## src/rtl/egt_pkg.sv

```systemverilog
package egt_pkg;
  typedef enum logic [1:0] {
    ST_IDLE  = 2'd0,
    ST_ARMED = 2'd1,
    ST_RUN   = 2'd2
  } run_state_e;

  localparam logic [1:0] SEL_RISE = 2'b01;
  localparam logic [1:0] SEL_FALL = 2'b10;

  typedef struct packed {
    logic rise;
    logic fall;
  } edge_t;
endpackage

```

## src/rtl/egt_filter.sv

```systemverilog
module egt_filter #(
  parameter int STABLE_TICKS = 2
) (
  input  logic clk,
  input  logic rst,
  input  logic tick,
  input  logic raw,
  output logic level
);
  localparam int RUN_W = $clog2(STABLE_TICKS + 1);
  localparam logic [RUN_W-1:0] RUN_FULL = RUN_W'(STABLE_TICKS);
  localparam logic [RUN_W-1:0] RUN_NEAR = RUN_W'(STABLE_TICKS - 1);

  logic             cand;
  logic [RUN_W-1:0] run;

  always_ff @(posedge clk) begin
    if (rst) begin
      cand  <= 1'b0;
      run   <= RUN_FULL;
      level <= 1'b0;
    end else if (tick) begin
      if (raw != cand) begin
        cand <= raw;
        run  <= RUN_W'(1);
      end else begin
        if (run != RUN_FULL) run <= run + 1'b1;
        if (run >= RUN_NEAR) level <= cand;
      end
    end
  end

  // the filtered level moves only on a tick
  a_r1_level_only_on_tick: assert property (@(posedge clk) disable iff (rst)
    !tick |=> $stable(level));
  // a new level is always the value last sampled at the input
  a_r1_level_from_input: assert property (@(posedge clk) disable iff (rst)
    (level != $past(level)) |-> ($past(raw) == level));
endmodule

```

## src/rtl/egt_edge.sv

```systemverilog
module egt_edge
  import egt_pkg::*;
(
  input  logic  clk,
  input  logic  rst,
  input  logic  level,
  output edge_t ev
);
  logic prev;

  always_ff @(posedge clk) begin
    if (rst) prev <= 1'b0;
    else     prev <= level;
  end

  always_comb begin
    ev.rise = level & ~prev;
    ev.fall = ~level & prev;
  end
endmodule

```

## src/rtl/egt_counter.sv

```systemverilog
module egt_counter
  import egt_pkg::*;
#(
  parameter int CNT_W = 16
) (
  input  logic             clk,
  input  logic             rst,
  input  logic             tick,
  input  logic             enable,
  input  logic             qual,
  input  logic             ignore_later,
  input  logic             cap_irq_en,
  input  logic             tmo_irq_en,
  input  logic             status_clr,
  output logic [CNT_W-1:0] cnt,
  output logic [CNT_W-1:0] cap,
  output logic             tmo_flag,
  output logic             cap_irq,
  output logic             tmo_irq
);
  localparam logic [CNT_W-1:0] ONES = '1;
  localparam logic [CNT_W-1:0] ONE  = CNT_W'(1);

  run_state_e state;
  logic       cap_fire;
  logic       tmo_fire;

  always_comb begin
    cap_fire = enable && (state == ST_RUN) && qual && !ignore_later;
    tmo_fire = enable && (state == ST_RUN) && !cap_fire && tick && (cnt == ONE);
  end

  always_ff @(posedge clk) begin
    if (rst) begin
      state <= ST_IDLE;
      cnt   <= ONES;
      cap   <= '0;
    end else if (!enable) begin
      state <= ST_IDLE;
      cnt   <= ONES;
    end else begin
      case (state)
        ST_IDLE: begin
          state <= ST_ARMED;
          cnt   <= ONES;
        end
        ST_ARMED: begin
          if (qual) state <= ST_RUN;
        end
        ST_RUN: begin
          if (cap_fire) begin
            cap <= cnt;
            cnt <= ONES;
          end else if (tmo_fire) begin
            cnt   <= ONES;
            state <= ST_ARMED;
          end else if (tick) begin
            cnt <= cnt - 1'b1;
          end
        end
        default: state <= ST_IDLE;
      endcase
    end
  end

  always_ff @(posedge clk) begin
    if (rst) begin
      tmo_flag <= 1'b0;
      cap_irq  <= 1'b0;
      tmo_irq  <= 1'b0;
    end else begin
      cap_irq <= cap_fire && cap_irq_en;
      tmo_irq <= tmo_fire && tmo_irq_en;
      if (tmo_fire)        tmo_flag <= 1'b1;
      else if (status_clr) tmo_flag <= 1'b0;
    end
  end

  // waiting for the first edge keeps the count full
  a_r3_armed_full: assert property (@(posedge clk) disable iff (rst)
    (state == ST_ARMED) |-> (cnt == ONES));
  // disabling forces the count back to full
  a_r3_off_full: assert property (@(posedge clk) disable iff (rst)
    !enable |=> (cnt == ONES));
  // a run in ignore mode never changes the capture
  a_r6_ignore_keeps_cap: assert property (@(posedge clk) disable iff (rst)
    ((state == ST_RUN) && ignore_later) |=> $stable(cap));
  // the timeout interrupt only follows a count of one
  a_r7_tmo_from_one: assert property (@(posedge clk) disable iff (rst)
    tmo_irq |-> ($past(cnt) == ONE));
  // a capture pulse only follows a running state
  a_r9_cap_irq_after_run: assert property (@(posedge clk) disable iff (rst)
    cap_irq |-> ($past(state) == ST_RUN));
endmodule

```

## src/rtl/edge_gap_timer.sv

```systemverilog
module edge_gap_timer
  import egt_pkg::*;
#(
  parameter int CNT_W        = 16,
  parameter int STABLE_TICKS = 2
) (
  input  logic               clk,
  input  logic               rst,
  input  logic               tick,
  input  logic               sig_in,
  input  logic               enable,
  input  logic [1:0]         edge_sel,
  input  logic               ignore_later,
  input  logic               cap_irq_en,
  input  logic               tmo_irq_en,
  input  logic               status_clr,
  output logic [CNT_W-1:0]   count,
  output logic [CNT_W-9:0]   cap_hi,
  output logic [7:0]         cap_lo,
  output logic               tmo_flag,
  output logic               rise_flag,
  output logic               cap_irq,
  output logic               tmo_irq
);
  localparam int LO_W = 8;

  logic             level;
  edge_t            ev;
  logic             qual;
  logic [CNT_W-1:0] cap;

  egt_filter #(.STABLE_TICKS(STABLE_TICKS)) u_filt (
    .clk(clk), .rst(rst), .tick(tick), .raw(sig_in), .level(level)
  );

  egt_edge u_edge (
    .clk(clk), .rst(rst), .level(level), .ev(ev)
  );

  always_comb begin
    qual = ((edge_sel & SEL_RISE) != 2'b00 && ev.rise) ||
           ((edge_sel & SEL_FALL) != 2'b00 && ev.fall);
  end

  egt_counter #(.CNT_W(CNT_W)) u_cnt (
    .clk(clk), .rst(rst), .tick(tick), .enable(enable), .qual(qual),
    .ignore_later(ignore_later), .cap_irq_en(cap_irq_en),
    .tmo_irq_en(tmo_irq_en), .status_clr(status_clr),
    .cnt(count), .cap(cap), .tmo_flag(tmo_flag),
    .cap_irq(cap_irq), .tmo_irq(tmo_irq)
  );

  always_ff @(posedge clk) begin
    if (rst)             rise_flag <= 1'b0;
    else if (ev.rise)    rise_flag <= 1'b1;
    else if (status_clr) rise_flag <= 1'b0;
  end

  assign cap_hi = cap[CNT_W-1:LO_W];
  assign cap_lo = cap[LO_W-1:0];

  // every filtered rising edge leaves the flag set
  a_r8_rise_sets_flag: assert property (@(posedge clk) disable iff (rst)
    ev.rise |=> rise_flag);
endmodule

```

## config.mk

```make
export PLATFORM = sky130hd
export DESIGN_NAME = edge_gap_timer
export DESIGN_NICKNAME = d
export VERILOG_FILES = /design/src/rtl/egt_pkg.sv /design/src/rtl/egt_filter.sv /design/src/rtl/egt_edge.sv /design/src/rtl/egt_counter.sv /design/src/rtl/edge_gap_timer.sv
export SDC_FILE = /design/constraint.sdc
export NUM_CORES = 1
export LEC_CHECK = 0
export ABC_CLOCK_PERIOD_IN_PS = 3100
export BUFFER_PORTS_ARGS = -buffer_cell sky130_fd_sc_hd__buf_2
export CAP_MARGIN = 40
export CORE_MARGIN = 10
export CORE_UTILIZATION = 35
export DETAILED_ROUTE_END_ITERATION = 10
export GPL_ROUTABILITY_DRIVEN = 0
export HOLD_SLACK_MARGIN = 0.06
export PLACE_DENSITY = 0.6
export SYNTH_ARGS = -nofsm -noshare
export SYNTH_HDL_FRONTEND = slang
export SYNTH_SLANG_ARGS = --single-unit
```

## constraint.sdc

```tcl
create_clock -name clk -period 3.1 [get_ports clk]
set_clock_uncertainty 0.1 [all_clocks]
set_input_delay 0.155 -clock clk [delete_from_list [all_inputs] [get_ports clk]]
set_output_delay 0.155 -clock clk [all_outputs]
set_load 0.005 [all_outputs]
```

# Word-level counts from Yosys, hierarchy flattened
# Index checks and enable logic that the tools add are counted.
# word_totals
reg_bits	43
wordCells	67
input_bits	11
output_inout_bits	36
# op_classes
n_eq_ne	9
n_mux	13
n_lt_le_gt_ge	1
reduce_logical	25
addsub	2
n_bitwise	6
# op_table
op	n
$mux 16	3
$pmux 16 s2	1
$eq 16x1->1 const B	1
$sub 16x1->16 const B	1
$logic_and 1x1->1	10
$mux 2	5
$reduce_and 3->1	3
$reduce_bool 2->1	4
$pmux 2 s3	1
$reduce_and 2->1	3
$ne 2x1->1 const B	2
$ne 2x2->1 const B	2
$ne 4x2->1 const B	1
$not 1->1	4
$mux 1	3
$add 2x1->2 const B	1
$and 1x1->1	2
$eq 2x1->1 const B	1
$eq 2x2->1 const B	1
$ge 2x1->1 const B	1
$logic_not 1->1	2
$logic_not 2->1	1
$reduce_or 2->1	1
$logic_or 1x1->1	1
$ne 1x1->1	1

# Logic depth before layout (Yosys ltp)
# Gate-level depths: netlist of the first run.
# logic_depth
word_depth	13
mapped_depth	8
mapped_depth_nobuf	7

# Hierarchy
# A second synthesis of the first run with hierarchy kept.
# unflattened
cells_unflattened	254
hier_area_um2	2060.7
# modules_own_cells
mod	area_each_um2	seq_area_each_um2	n_inst	cells_per_inst
egt_counter	1775.5	740.7	1	224
egt_filter	198.9	80.1	1	21
edge_gap_timer	47.5	20.0	1	5
egt_edge	38.8	20.0	1	4

# Worst setup path after synthesis of the first run
# Ideal clock, no wire load.
# synth_path
kind	flip-flop to flip-flop
start	register u_cnt.cnt[0]
end	register u_cnt.cnt[10]
t_arrival_ns	2.075
stages_incl_launch_ff	8
t_required_ns	2.856
period_less_slack_ns	2.319
path_slack_ns	0.781
path_buffers	0
setup_ns	0.144
path_cell_list	dfxtp_1 -> inv_1 -> ha_1 -> or3b_2 -> or2_2 -> or3_1 -> nor4b_1 -> o221ai_1
# synth_between
elab_chain_len	5
elab_cells_between_ends	9
cone_classes	add/sub: 1; eq/ne: 2; mux: 4; reduce/logical: 2
# synth_rtl
item	line	rtl
start: declaration	egt_counter.sv:15	output logic [CNT_W-1:0] cnt,
start signal: assignment	egt_counter.sv:58	cnt <= cnt - 1'b1;
$sub 16x1->16 / $eq 16x1->1 (equally long branches)	egt_counter.sv:58, egt_counter.sv:30	
$mux 16 / $logic_and 1x1->1 (equally long branches)	egt_counter.sv:57, egt_counter.sv:30	
$mux 16	egt_counter.sv:54	end else if (tmo_fire) begin
$mux 16	egt_counter.sv:51	if (cap_fire) begin
$pmux 16 s2	egt_counter.sv:42	case (state)
# Several ways; a longest one is shown, not always the timed one. The select of a mux whose other input is x is not followed.
# A chain may end at the register's enable or synchronous reset.

# Worst setup path after layout of the first run
# layout_path
start	register u_cnt.cnt[7]
end	register u_cnt.cnt[7]
# Same word-level chain as after synthesis.

==> impl_results.md, run 1 <==
* Cell taking the most area after synthesis: dfxtp_1
* IO Count at 47
* Setup crit start kind: flip-flop
* Post-Syn Area at 0.002002 sq mm
* Final WL at between 5 and 6 mm
* CP arrival at 2.59 ns
* First-pass GRT wire length at 8.652 mm
* Leak at around 0.00094 uW
* Post-synthesis cell count at ~220
* Leading post-synthesis cells by cell area: dfxtp_1 43%, mux2i_1 8.5%, o31ai_1 7.9%
* Ys async rst share at 0%
* Die Footprint at 0.009145 sq mm
* P&R area growth vs syn at 21.44%
* Layout cells sized above 1 at ~25%
* Die Span Y at approximately 96 um
* Vias in the first global route at between 1500 and 2000
* Final Power at between 900 and 1000 uW
* Fin crit share at between 80% and 90%
* Nets at between 200 and 300
* CP Class: reg -> reg
* CTS Root Cell: clkbuf_8
* PwrDens at just under 400 mW/mm^2
* All-Layer GR Usage at approximately an eighth
* RSZ-0062 raised after global routing: no
* Final core occ at between 40% and 50%
* Worst EP required at around 3.2 ns
* Pin count of the biggest net entering global routing at 28
* Delay-heaviest family, CP: simple AND/OR/NAND/NOR gates
* Fillers at approximately 570
* Total iterations of the first detailed-routing run at 4
* Remaining antenna violation count after routing at 0
* Status: finished clean
* CTS tree: yes
* Fmax at 402.1 MHz
* DR WL/cell at 15.13 um
* Synth Warn # at 0
* Worst Hold Class: in -> reg
* Crit-path cells: or4_4, or3b_4, nor3_4, buf_4, nor3b_1, o31ai_1
* Syn Nets at between 200 and 250
* Port bufs at 46
* Final setup vio count at 0
* Htree depth at 2
* Ys flop type: dfxtp_1
* Antenna violations before repair at 0
* Top cell type's share of synthesized area at a little over two fifths
* Core Area at approximately 0.0055 sq mm
* Crit path max fanout at 10
* CTS clock-pin slew for the worst setup and hold paths at 0.08 ns
* Diodes inserted at 0
* Post-Syn Area per Cell at 9.311 sq um
* Largest stage delay, worst path at between 0.5 and 0.6 ns
* Initial Utilization at between 30% and 40%
* Final Slew Violations at 0
* Initial drt markers at about 70
* Max-Cap Viols at 0
* CTS max path bufs at 2
* Num CTS Buffers at 5
* DRC at 0
* EDFF count, synth at 0
* CP Buf/Inv Count at 1
* Sequential share of the synthesized area at between 40% and 50%
* Area of the multi-input gates at roughly 0.0011 sq mm
* Master of the slowest instance on the critical path: or4_4
* Commonest cells post-synth: 43 x dfxtp_1, 24 x nor2_1, 21 x o31ai_1
* Synth unique cells at 42
* HPWL after DPL at between 3 and 4 mm
* Total grt overflow at 0
* Most common cell in the netlist: dfxtp_1
* CTS sink count at 43
* FP Rows at 27
* Worst setup EP type: flip-flop
* Vias at 1789
* Via density at roughly 5.3
* Die Span X at around 96 um
* #FFs+latches synth at 43
* Clock Latency Late Sink at around 0.3 ns
* Worst Tran Pin Value at 0.5575 ns
* Final Hold Fails at 0
* Peak VDD IR at ~0.00016 V
* Sequential cell area at 860.8 sq um
* Setup TNS at 0 ns
* Minimum clock period at ~2.5 ns
* Relative slew margins at about 63%
-- final cells by class --
cell class,count,share of cell area (%)
multi-input combinational,153,43.64
timing repair buffer,55,12.66
tap,72,3.706
clock buffer,7,3.139
clock inverter,1,0.2059
inverter,8,1.235
sequential,43,35.41
-- cell families (layout without fill, tap and decap cells) --
| logic type | Yosys count | count (layout) | share of synthesized area (%) |
|---|---|---|---|
| simple gates | 87 | 87 | 26.25 |
| mux | 17 | 17 | 8.500 |
| compound gates | 44 | 44 | 15.19 |
| xor+xnor | 1 | 1 | 0.4376 |
| buf+inv | 19 | 71 | 4.125 |
| fa+ha+maj | 4 | 4 | 2.500 |
| flops | 43 | 43 | 43.00 |
-- worst register-to-register path: stages, from the launching register on --
cell and delay, ns:
dfxtp_1 0.37, or4_4 0.59, or3b_4 0.45, nor3_4 0.33
buf_4 0.25, nor3b_1 0.07, o31ai_1 0.24
-- stage by stage --
stage	worst slack, ns	instances	hold WS, ns	cell area [sq um]
after floorplan	0.7808	215	0.2023	2002
final	0.6130	339	0.1314	2431
after detailed placement	0.6249	327	0.2974	2310
after CTS	0.6024	339	0.1235	2431
after global placement	0.6848	327	0.2929	2310
after global routing	0.4716	339	0.1506	2431
-- path summary, 6_finish.rpt --
kind,slack (ns),depth (start not counted),to,start
hold reg to reg,0.38,2,rise_flag,rise_flag
hold / removal,0.13,3,u_cnt.state[0],enable
setup reg to reg,0.61,6,u_cnt.cnt[7],u_cnt.cnt[7]
setup / recovery,0.61,6,u_cnt.cnt[7],u_cnt.cnt[7]
-- sequential cells by signal, summed over array words and instances, names as in the netlist, 2 cells and up --
register	cells
u_filt.run	2
u_cnt.cap	16
u_cnt.cnt	16
u_cnt.state	2
-- report_power, final --
part / switching (uW) / internal (uW) / total (uW)
logic: 26.5 / 21.7 / 48.3
clock network: 183 / 158 / 341
registers: 4.44 / 557 / 562
-- layer usage --
layer,part of all wire [%],up-vias,GRT usage (%)
met5,0,-,0
met2,47,47,18.85
met1,45,846,14.64
met4,1.0,0,2.948
li1,-,889,-
met3,7.0,7,3.771
-- cells in the final DEF (no fill, tap or decap), types with 2 or more instances in the layout --
cell type,instances
buf_2,46
dfxtp_1,43
nor2_1,23
o31ai_1,21
mux2i_1,17
nor3b_1,10
inv_1,8
nor3_1,7
nand2_1,7
a21oi_1,7
nand2b_1,6
nor2b_1,5
clkbuf_8,5
buf_4,5
or3_1,4
o21ai_0,4
nor4_1,4
ha_1,4
dlygate4sd3_1,4
and3b_1,3
a211oi_1,3
a31oi_1,2
nand3_1,2
nor4bb_1,2
or2_2,2
nor4b_1,2
o41ai_1,2
clkbuf_1,2
-- what timing repair did --
item                       in CTS  in global routing
buffers inserted                0                  0
hold endpoints to repair        5                  0
resized for setup               0                  0
setup endpoints to repair       0                  0
hold buffers                    4                  0
Note: power is estimated with default switching activity, not from simulation.
==> run 2, diff against run 1 <==
--- a/config.mk
+++ b/config.mk
@@ -5,7 +5,7 @@
 export SDC_FILE = /design/constraint.sdc
 export NUM_CORES = 1
 export LEC_CHECK = 0
-export ABC_CLOCK_PERIOD_IN_PS = 3100
+export ABC_CLOCK_PERIOD_IN_PS = 2400
 export BUFFER_PORTS_ARGS = -buffer_cell sky130_fd_sc_hd__buf_2
 export CAP_MARGIN = 40
 export CORE_MARGIN = 10
==> constraint.sdc (replaced) <==
create_clock -name clk -period 2.4 [get_ports clk]
set_clock_uncertainty 0.1 [all_clocks]
set_input_delay 0.12 -clock clk [delete_from_list [all_inputs] [get_ports clk]]
set_output_delay 0.12 -clock clk [all_outputs]
set_load 0.005 [all_outputs]
==> run 2 against run 1 <==
Against the previous run: wire length rose by 3.9%; highest routed layer unchanged; sequential cell count did not move; clock power rose by 35%; critical path type unchanged; die area did not move.
==> impl_results.md, run 2 (synthesis results as in run 1) <==
* Status: finished clean
* Met2 wire len at about 2.5 mm
* Antenna violations before repair at 0
* Relative slew margins at 64.15%
* Nets at approximately 300
* Final WL at between 5 and 6 mm
* CTS tree: yes
* PwrDens at between 400 and 500 mW/mm^2
* Fmax at approximately 440 MHz
* Most frequent cells in the layout: 46 x buf_2, 43 x dfxtp_1, 23 x nor2_1, 21 x o31ai_1, 20 x buf_4
* Worst Reg-to-Reg Cells at 7
* Leak at approximately 0.001 uW
* Top Layer Used: met4
* Final Slew Violations at 0
* Peak VDD IR at between 0.0002 and 0.0003 V
* Htree depth at 2
* CTS max path bufs at 2
* Worst setup EP type: flip-flop
* Hold Path Origin: enable
* Crit-path cells: inv_1, ha_2, or3b_2, or2_2, or3_4, nor4b_2, o221ai_1
* Total iterations of the first detailed-routing run at 4
* First-pass GRT wire length at just under 9 mm
* CTS sink count at 43
* Die Span Y at ~96 um
* Hold EP: u_cnt.state[0]
* Vias in the first global route at ~1800
* DR WL met3 at 326 um
* DRC at 0
* Total grt overflow at 0
* Area of the multi-input gates at approximately 0.0011 sq mm
* Initial Utilization at between 30% and 40%
* Worst flop-to-flop path startpoint: u_cnt.cnt[1]
* Crit path max fanout at 3
* Worst Hold Depth at 3
* Minimum clock period at ~2.3 ns
* Final Hold Fails at 0
* CTS Root Cell: clkbuf_8
* Largest stage delay, worst path at 0.45 ns
* FP Rows at 27
* All-Layer GR Usage at 12.02%
* Worst Tran Pin Value at ~0.54 ns
* Initial drt markers at slightly above 70
* Post-DP Area at about 0.0024 sq mm
* DR WL/cell at approximately 15 um
* Vias at approximately 1900
* Final core occ at a little under half
* CTS clock-pin slew for the worst setup and hold paths at roughly 0.08 ns
* RSZ-0062 raised after global routing: no
* Met1 wire length at around 2.5 mm
* Diodes inserted at 0
* Core Area at 0.005540 sq mm
* Setup TNS at 0 ns
* HPWL after DPL at around 3.9 mm
* Remaining antenna violation count after routing at 0
* Finished layout cell area at approximately 0.0026 sq mm
* Number of setup buffers added after CTS at 0
* Master of the slowest instance on the critical path: or3b_2
* R2R setup slack at roughly 0.13 ns
* Pin count of the biggest net entering global routing at 27
* Fillers at ~550
* P&R area growth vs syn at 30.06%
* Die Footprint at 0.009145 sq mm
* Reg2reg end: u_cnt.cnt[10]
* CP arrival at 2.33 ns
* Fin crit share at 94.73%
* Via density at ~5.2
* Most common cell after layout, fill and taps aside: buf_2
* Clock Latency Late Sink at 0.29 ns
* Worst Hold Class: in -> reg
* Biggest regs: u_cnt.cap: 16 flops, u_cnt.cnt: 16 flops
* Num CTS Buffers at 5
* Layout cells sized above 1 at a little under a third
* Max-Cap Viols at 0
* Die Span X at about 96 um
* Setup crit start kind: flip-flop
* Sequential cell area at around 860 sq um
* CP Class: reg -> reg
* Final setup vio count at 0
* Worst EP required at 2.45 ns
* Port bufs at 46
* IO Count at 47
-- run 2: cell types whose count changed in the layout (fill, tap and decap cells not counted), moves of 2 or more --
cell and delta:
nor4b_2 +2, nor4b_1 -2, clkbuf_1 -2, buf_4 +15
-- run 2: critical path: cells and delay by family, from the launching register on --
family                     cells  cell delay, ns
DFF                            1            0.31
adders and majority gates      1            0.19
buffers and inverters          1            0.07
and+or+nand+nor                4            1.35
AOI/OAI and AO/OA              1            0.12
-- run 2: timing repair --
action | CTS | global route
endpoints found under the hold margin | 7 | 0
setup endpoints to repair | 0 | 4
resized for setup | 0 | 5
hold buffers | 5 | 0
-- run 2: worst max-delay path by stage --
stage / startpoint / endpoint
finish: u_cnt.cnt[1] / u_cnt.cnt[10]
global route: u_cnt.cnt[1] / u_cnt.cnt[10]
CTS: u_cnt.cnt[1] / u_cnt.cnt[10]
detailed placement: u_cnt.cnt[1] / u_cnt.cnt[10]
global placement: u_cnt.cnt[1] / u_cnt.cnt[10]
floorplan: u_cnt.cnt[0] / u_cnt.cnt[10]
-- run 2: final cells by class --
class	count	area share, %
clock buffers	6	3.172
clock inverters	1	0.1922
inverters	8	1.153
multi-input cells	153	41.66
flip-flops and latches	43	33.06
well taps	72	3.460
repair buffers	72	17.30
-- run 2: layer usage --
| layer | vias up | GRT usage [%] |
|---|---|---|
| li1 | 926 | - |
| met1 | 884 | 15.51 |
| met2 | 36 | 18.68 |
| met3 | 5 | 3.535 |
| met4 | 0 | 4.054 |
| met5 | - | 0 |
-- run 2: power by group --
part / switching, uW / leakage [uW] / total (uW) / internal, uW
logic: 34.7 / 0.000633 / 65.2 / 30.5
registers: 5.56 / 0.000348 / 725 / 720
clock network: 233 / 0.0000470 / 459 / 226
-- run 2: per-stage QoR --
| step | setup slack, ns | std cells | power (uW) | hold WS, ns |
|---|---|---|---|---|
| 6_report | 0.1266 | 355 | 1249 | 0.09510 |
| 5_1_grt | 0.01510 | 355 | 1312 | 0.09883 |
| 4_1_cts | 0.05701 | 355 | 1267 | 0.08877 |
| 3_5_place_dp | 0.06023 | 343 | 801.5 | 0.2581 |
| 3_3_place_gp | 0.1045 | 343 | 799.9 | 0.2546 |
| 2_1_floorplan | 0.08083 | 215 | 780.0 | 0.1673 |
